--- config.mk ---
export PLATFORM = sky130hd
export DESIGN_NAME = dacfe_seg_front
export DESIGN_NICKNAME = d
export VERILOG_FILES = /design/src/rtl/dacfe_pkg.sv /design/src/rtl/dacfe_stage.sv /design/src/rtl/dacfe_therm_dec.sv /design/src/rtl/dacfe_seg_front.sv
export SDC_FILE = /design/constraint.sdc
export NUM_CORES = 1
export LEC_CHECK = 0
export ABC_CLOCK_PERIOD_IN_PS = 3350
export BUFFER_PORTS_ARGS = -buffer_cell sky130_fd_sc_hd__buf_2
export CORE_ASPECT_RATIO = 1.2
export CORE_MARGIN = 4
export CORE_UTILIZATION = 44
export DETAILED_ROUTE_END_ITERATION = 16
export PLACE_DENSITY = 0.75
export SLEW_MARGIN = 20
export SYNTH_ARGS = -nofsm -noshare
export SYNTH_HDL_FRONTEND = slang
export SYNTH_SLANG_ARGS = --single-unit
--- constraint.sdc ---
create_clock -name clk -period 3.35 [get_ports clk]
set_clock_uncertainty 0.1 [all_clocks]
set_input_delay 0.5025 -clock clk [delete_from_list [all_inputs] [get_ports clk]]
set_output_delay 0.5025 -clock clk [all_outputs]
set_load 0.03 [all_outputs]
--- src/rtl/dacfe_pkg.sv ---
// Shared sizing for the segmented converter front end.
// Assumes the upper segment is narrow enough that its thermometer decode is small.
package dacfe_pkg;
    localparam int MSB_W   = 3;
    localparam int LSB_W   = 5;
    localparam int IN_W    = MSB_W + LSB_W;
    localparam int THERM_W = (1 << MSB_W) - 1;
    localparam int OUT_W   = THERM_W + LSB_W;
endpackage

--- src/rtl/dacfe_stage.sv ---
// Pipeline stage: a W-bit register with synchronous active-low clear.
// Assumes one clock domain; the data input is stable around the rising edge.
module dacfe_stage #(
    parameter int W = 8
) (
    input  logic         clk,
    input  logic         rst_n,
    input  logic [W-1:0] d_i,
    output logic [W-1:0] q_o
);
    // Capture the data on each rising edge, or clear it in reset.
    always_ff @(posedge clk) begin
        if (!rst_n) q_o <= '0;
        else        q_o <= d_i;
    end
endmodule

--- src/rtl/dacfe_therm_dec.sv ---
// Binary-to-thermometer decoder. A one-hot row decode feeds a NOR array:
// output bit j is high when no row 0..j is selected, which means the value exceeds j.
// Assumes a purely combinational path; the next stage registers the result.
module dacfe_therm_dec #(
    parameter  int SEL_W = 3,
    localparam int ROWS  = 1 << SEL_W,
    localparam int TW    = ROWS - 1
) (
    input  logic [SEL_W-1:0] sel_i,
    output logic [TW-1:0]    therm_o
);
    logic [ROWS-1:0] row;

    // One-hot row select for the binary value.
    always_comb begin
        row        = '0;
        row[sel_i] = 1'b1;
    end

    // NOR combining array: one column for each unit cell.
    for (genvar j = 0; j < TW; j++) begin : g_col
        assign therm_o[j] = ~(|row[j:0]);
    end
endmodule

--- src/rtl/dacfe_seg_front.sv ---
// Segmented converter front end. Stage one holds the raw sample. The upper
// segment is then thermometer decoded. Stage two holds {thermometer, lower bits},
// so all switch controls change together. level_o rebuilds the unit-weighted code.
// Assumes a synchronous active-low reset that is held for at least one edge.
module dacfe_seg_front #(
    parameter  int MSB_W   = dacfe_pkg::MSB_W,
    parameter  int LSB_W   = dacfe_pkg::LSB_W,
    localparam int IN_W    = MSB_W + LSB_W,
    localparam int THERM_W = (1 << MSB_W) - 1,
    localparam int OUT_W   = THERM_W + LSB_W
) (
    input  logic               clk,
    input  logic               rst_n,
    input  logic [IN_W-1:0]    din_i,
    output logic [THERM_W-1:0] therm_o,
    output logic [LSB_W-1:0]   bin_o,
    output logic [IN_W-1:0]    level_o
);
    logic [IN_W-1:0]    mst_q;
    logic [THERM_W-1:0] therm_d;
    logic [OUT_W-1:0]   slv_q;
    logic [IN_W-1:0]    cnt;

    dacfe_stage #(.W(IN_W)) u_master (
        .clk(clk), .rst_n(rst_n), .d_i(din_i), .q_o(mst_q)
    );

    dacfe_therm_dec #(.SEL_W(MSB_W)) u_dec (
        .sel_i(mst_q[IN_W-1:LSB_W]), .therm_o(therm_d)
    );

    dacfe_stage #(.W(OUT_W)) u_slave (
        .clk(clk), .rst_n(rst_n), .d_i({therm_d, mst_q[LSB_W-1:0]}), .q_o(slv_q)
    );

    assign therm_o = slv_q[OUT_W-1:LSB_W];
    assign bin_o   = slv_q[LSB_W-1:0];

    // Rebuild the unit-weighted level from the registered controls.
    always_comb begin
        cnt = '0;
        for (int i = 0; i < THERM_W; i++) cnt = cnt + IN_W'(therm_o[i]);
        level_o = IN_W'(cnt << LSB_W) | IN_W'(bin_o);
    end

    // Stage one carries the sample seen at the previous edge.
    p_master_capture_r1: assert property (@(posedge clk) disable iff (!rst_n)
        $past(rst_n) |-> mst_q == $past(din_i));

    // The count of set thermometer bits equals the upper segment of the held sample.
    p_therm_count_r2: assert property (@(posedge clk) disable iff (!rst_n)
        $past(rst_n) |-> $countones(therm_o) == $past(32'(mst_q[IN_W-1:LSB_W])));

    // The lower bits reach the binary controls unchanged.
    p_lsb_pass_r3: assert property (@(posedge clk) disable iff (!rst_n)
        $past(rst_n) |-> bin_o == $past(mst_q[LSB_W-1:0]));

    // Two registers from input to output.
    p_latency_r4: assert property (@(posedge clk) disable iff (!rst_n)
        ($past(rst_n) && $past(rst_n, 2)) |-> level_o == $past(din_i, 2));

    // The rebuilt level matches the sample held in stage one one cycle earlier.
    p_level_match_r7: assert property (@(posedge clk) disable iff (!rst_n)
        $past(rst_n) |-> level_o == $past(mst_q));

    // No bubble: the set bits form one run starting at bit 0.
    p_no_bubble_r8: assert property (@(posedge clk) disable iff (!rst_n)
        (THERM_W'(therm_o + 1'b1) & therm_o) == '0);
endmodule

* Word-level counts from Yosys, hierarchy flattened *
Index checks and enable logic that the tools add are counted.

storage, ports and cells
  memories kept = 0
  flip-flop bits (word level) = 20
  bits in read-only memories = 0
  bits in latches = 0
  RAM bits = 0
  output and inout bits = 20

cells by class
  magnitude comparators = 2
  div/mod/pow operators = 0
  add/subtract/negate cells = 6
  bitwise gates (word level) = 8
  $mul = 0
  eq/ne operators = 0
  shifts and indexed selects = 0
  reduce and logical (&&, ||, !) cells = 7
  muxes and demuxes = 2

operators with widths
  cell                  count
  $add A3 B1 Y3         4
  $or A8 B5 Y8          1
  $not A1 Y1            7
  $reduce_or A7 Y1      1
  $reduce_or A6 Y1      1
  $reduce_or A5 Y1      1
  $lt A3 B4 Y1 const B  1
  $reduce_or A4 Y1      1
  $add A2 B1 Y3         1
  $demux W1 S3          1
  $ge A3 B1 Y1 const B  1
  $reduce_or A3 Y1      1
  $add A1 B1 Y2         1
  $reduce_or A2 Y1      1
  $logic_and A1 B1 Y1   1
  $mux W1               1

* Depth between registers and ports, before layout *
  word-level depth = 7
  depth in mapped cells = 6

* Modules after synthesis *
A second synthesis with hierarchy kept.

second synthesis, totals
  cell total of the unflattened synthesis = 65
  area total of the unflattened synthesis = 742.0 µm²

modules (own cells, without submodules)
  module                  sequential area each (µm²)  cells each  area an instance (µm²)  instances
  dacfe_stage (u_slave)   240.2                       25          336.6                   1
  dacfe_stage (u_master)  160.2                       16          210.2                   1
  dacfe_seg_front         0.0                         17          147.6                   1
  dacfe_therm_dec         0.0                         7           47.5                    1

* Worst setup path after synthesis *
OpenSTA, ideal clock, no wires.

  path type = register to output
  start point = register u_slave.q_o[5]
  end point = output level_o[6]
  stages on the path, launching flop included = 7
  path buffers = 0
  arrival time = 2.636 ns
  setup slack = 0.112 ns
  required time = 2.747 ns
  cell sequence = dfxtp_1 -> inv_1 -> fa_1 -> fa_1 -> inv_1 -> fa_1 -> fa_1

between the ends
  longest elaborated chain between the ends = 7

ends and longest elaborated chain
  what                         line                   source
  from (decl)                  dacfe_stage.sv:9       output logic [W-1:0] q_o
  from (signal assigned)       dacfe_stage.sv:14      else q_o <= d_i;
  $add A1 B1 Y2                dacfe_seg_front.sv:42  for (int i = 0; i < THERM_W; i++) cnt = cnt + IN_W'(therm_o[i]);
  $add A2 B1 Y3                dacfe_seg_front.sv:42
  $add A3 B1 Y3 (4 in series)  dacfe_seg_front.sv:42
  $or A8 B5 Y8                 dacfe_seg_front.sv:43  level_o = IN_W'(cnt << LSB_W) | IN_W'(bin_o);
  to (decl)                    dacfe_seg_front.sv:17  output logic [IN_W-1:0] level_o

Every way passes these cells.

* Final worst setup path *
  start point = register u_slave.q_o[6]
  end point = output level_o[6]

Same word-level chain as after synthesis.

==> flow_metrics.py <==
metrics = {
    "outcome": {
        "status": "complete, no violations",
    },
    "route": {
        "vias": 428,
        "final_antenna_net_count": 0,
        "wl_per_cell_um": 10.5,
        "drc": 0,
        "drt_pass1_iterations": 2,
        "wl_um": 1080,
        "initialDrtViolationCount": 1,
        "viasPerCell": 4.16,
    },
    "logic_synthesis": {
        "synth_area_um2": 688,
        "ys_seq_area_share_pct": 58.2,
        "synthesis.nets": 73,
        "ys_types": 11,
        "ys.warnings.count": 0,
        "ys_ff_latch": 20,
        "syn_area_per_cell_um2": 11.7,
        "synthCells": 59,
    },
    "cts": {
        "post_cts.repair.setup_buffers": 0,
        "postCtsHoldBufs": 0,
        "htreeDepth": 1,
        "cts_buffers": 3,
        "cts_tree": "yes",
        "cts_root_buffer": "clkbuf_4",
        "clkLatencyLatePin_ns": 0.29,
        "clock-sinks": 20,
        "path_clk_slew_ns": 0.10,
        "cts_buffer_depth": 2,
    },
    "grt": {
        "grt_max_degree": 19,
        "grt_pass1_vias": 441,
        "grt.total_usage_pct": 11.6,
        "grt_pass1_wl_um": 1840,
        "overflow": 0,
        "antenna_found_initial": 0,
    },
    "timing": {
        "slew_violations": 0,
        "hold_slack_ns": 0.309,
        "rsz0062_at_grt": "yes",
        "finalSetupViolations": 0,
        "worst_pin_slew_ns": 0.201,
        "max_freq_mhz": 302,
        "fin_crit_sh_pct": 99.0,
        "finalSetupTns_ns": 0,
        "period_needed_ns": 3.32,
        "hold_viol": 0,
        "max_slew_margin_pct": 86.6,
    },
    "worst_setup_path": {
        "start_kind": "flip-flop",
        "cp_data_arrival_time_ns": 2.71,
        "crit_path_end_kind": "output port",
        "path_max_fanout": 2,
        "cp.required_ns": 2.75,
        "critPathKind": "flip-flop to output port",
    },
    "flow_run": {
        "drv_cap": 0,
    },
    "floorplanning": {
        "start_util_pct": 47.0,
        "rows": 15,
        "die_w_um": 44.1,
        "core_um2": 1460,
        "dieArea_um2": 2260,
        "io_pins": 30,
        "dieHeight_um": 51.3,
    },
    "final_layout": {
        "syn_to_final_growth_pct": 24.9,
        "drive_gt1_share_pct": 44.2,
        "layout.nets": 101,
        "mostFrequentLayoutCells": "buf_2, dfxtp_1, and2_1",
        "fill_cells": 138,
        "antennaDiodeCount": 0,
        "layout_commonest_cell": "buf_2",
    },
    "placement": {
        "port_buffers": 29,
        "place.gp.congestion": 0.670,
        "place_hpwl_um": 785,
    },
    "power": {
        "total_power_mw": 0.457,
        "irDropWorstVdd_mv": 0.223,
        "power_density_nw_per_um2": 531,
        "p_leak_nw": 0.443,
    },
    "worst_hold_path": {
        "min_path_type": "primary input to flip-flop",
    },
}
## per-layer routing
metal / track usage [%] / up-vias / wire length (µm) / part of all wire (%)
met5: 0 / - / 0 / 0
met4: 10.6 / 0 / 48 / 4.4
met3: 3.87 / 6 / 97 / 9.0
met2: 18.9 / 18 / 570 / 53
met1: 11.3 / 179 / 364 / 34
li1: - / 225 / - / -
## final cells by class
type	instances	area [µm²]	area share [%]
flip-flops and latches	20	403	46.9
multi-input cells	25	218	25.3
repair buffers	29	151	17.6
clock buffers	4	36.3	4.22
inverters	8	30.0	3.49
well taps	17	21.3	2.47
## repair_timing
item,CTS,global route
resized for setup,4,3
setup endpoints to repair,1,2
pin swaps,1,2
## logic make-up (layout without fill, tap and decap cells)
group | Yosys count | after routing | share of synthesized area [%]
fa+ha+maj | 4 | 4 | 11.6
simple gates | 17 | 17 | 15.5
flops | 20 | 20 | 58.2
buf+inv | 14 | 41 | 10.5
compound gates | 4 | 4 | 4.18
## power by group
part | internal, mW | switching [mW] | leakage, nW | total, mW
Sequential | 0.249 | 0.00524 | 0.166 | 0.254
Clock | 0.0662 | 0.0658 | 0.0210 | 0.132
Combinational | 0.0259 | 0.0447 | 0.257 | 0.0705
## path summary, 6_finish.rpt
path / to / startpoint / slack (ns) / cells after the start
max: level_o[6] / u_slave.q_o[6]$_SDFF_PN0_ / 0.03 / 7
min reg2reg: u_slave.q_o[2]$_SDFF_PN0_ / u_master.q_o[2]$_SDFF_PN0_ / 0.34 / 1
min: u_master.q_o[5]$_SDFF_PN0_ / din_i[5] / 0.31 / 2
max reg2reg: u_slave.q_o[11]$_SDFF_PN0_ / u_master.q_o[6]$_SDFF_PN0_ / 2.47 / 2
## critical path: stages (launching register included)
cell	delay, ns
dfxtp_2	0.34
inv_2	0.04
fa_1	0.51
fa_1	0.51
inv_2	0.04
fa_2	0.33
fa_1	0.51
buf_6	0.14
## state kept, by name, indices dropped and copies added, names as in the netlist
signal,count
u_slave.q_o,12
u_master.q_o,8
## synthesized netlist by cell type, drive strengths merged
cell    n  area (µm²)
dfxtp  20         400
and2   15        93.8
nor2b   1        6.26
o31a    1        8.76
and3    1        6.26
buf     6        42.5
fa      4        80.1
o21a    2        15.0
a21oi   1        5.00
inv     8        30.0
## metrics by stage
step | setup WS [ns] | cell area, µm² | instances | utilization [%]
4_1_cts | 0.000773 | 858 | 103 | 58.6
2_1_floorplan | 0.112 | 688 | 59 | -
5_1_grt | -0.0445 | 860 | 103 | 58.7
3_3_place_gp | 0.355 | 812 | 99 | 55.5
3_5_place_dp | 0.276 | 812 | 99 | 55.5
6_report | 0.0348 | 860 | 103 | 58.7
Note: power is estimated with default switching activity, not from simulation.
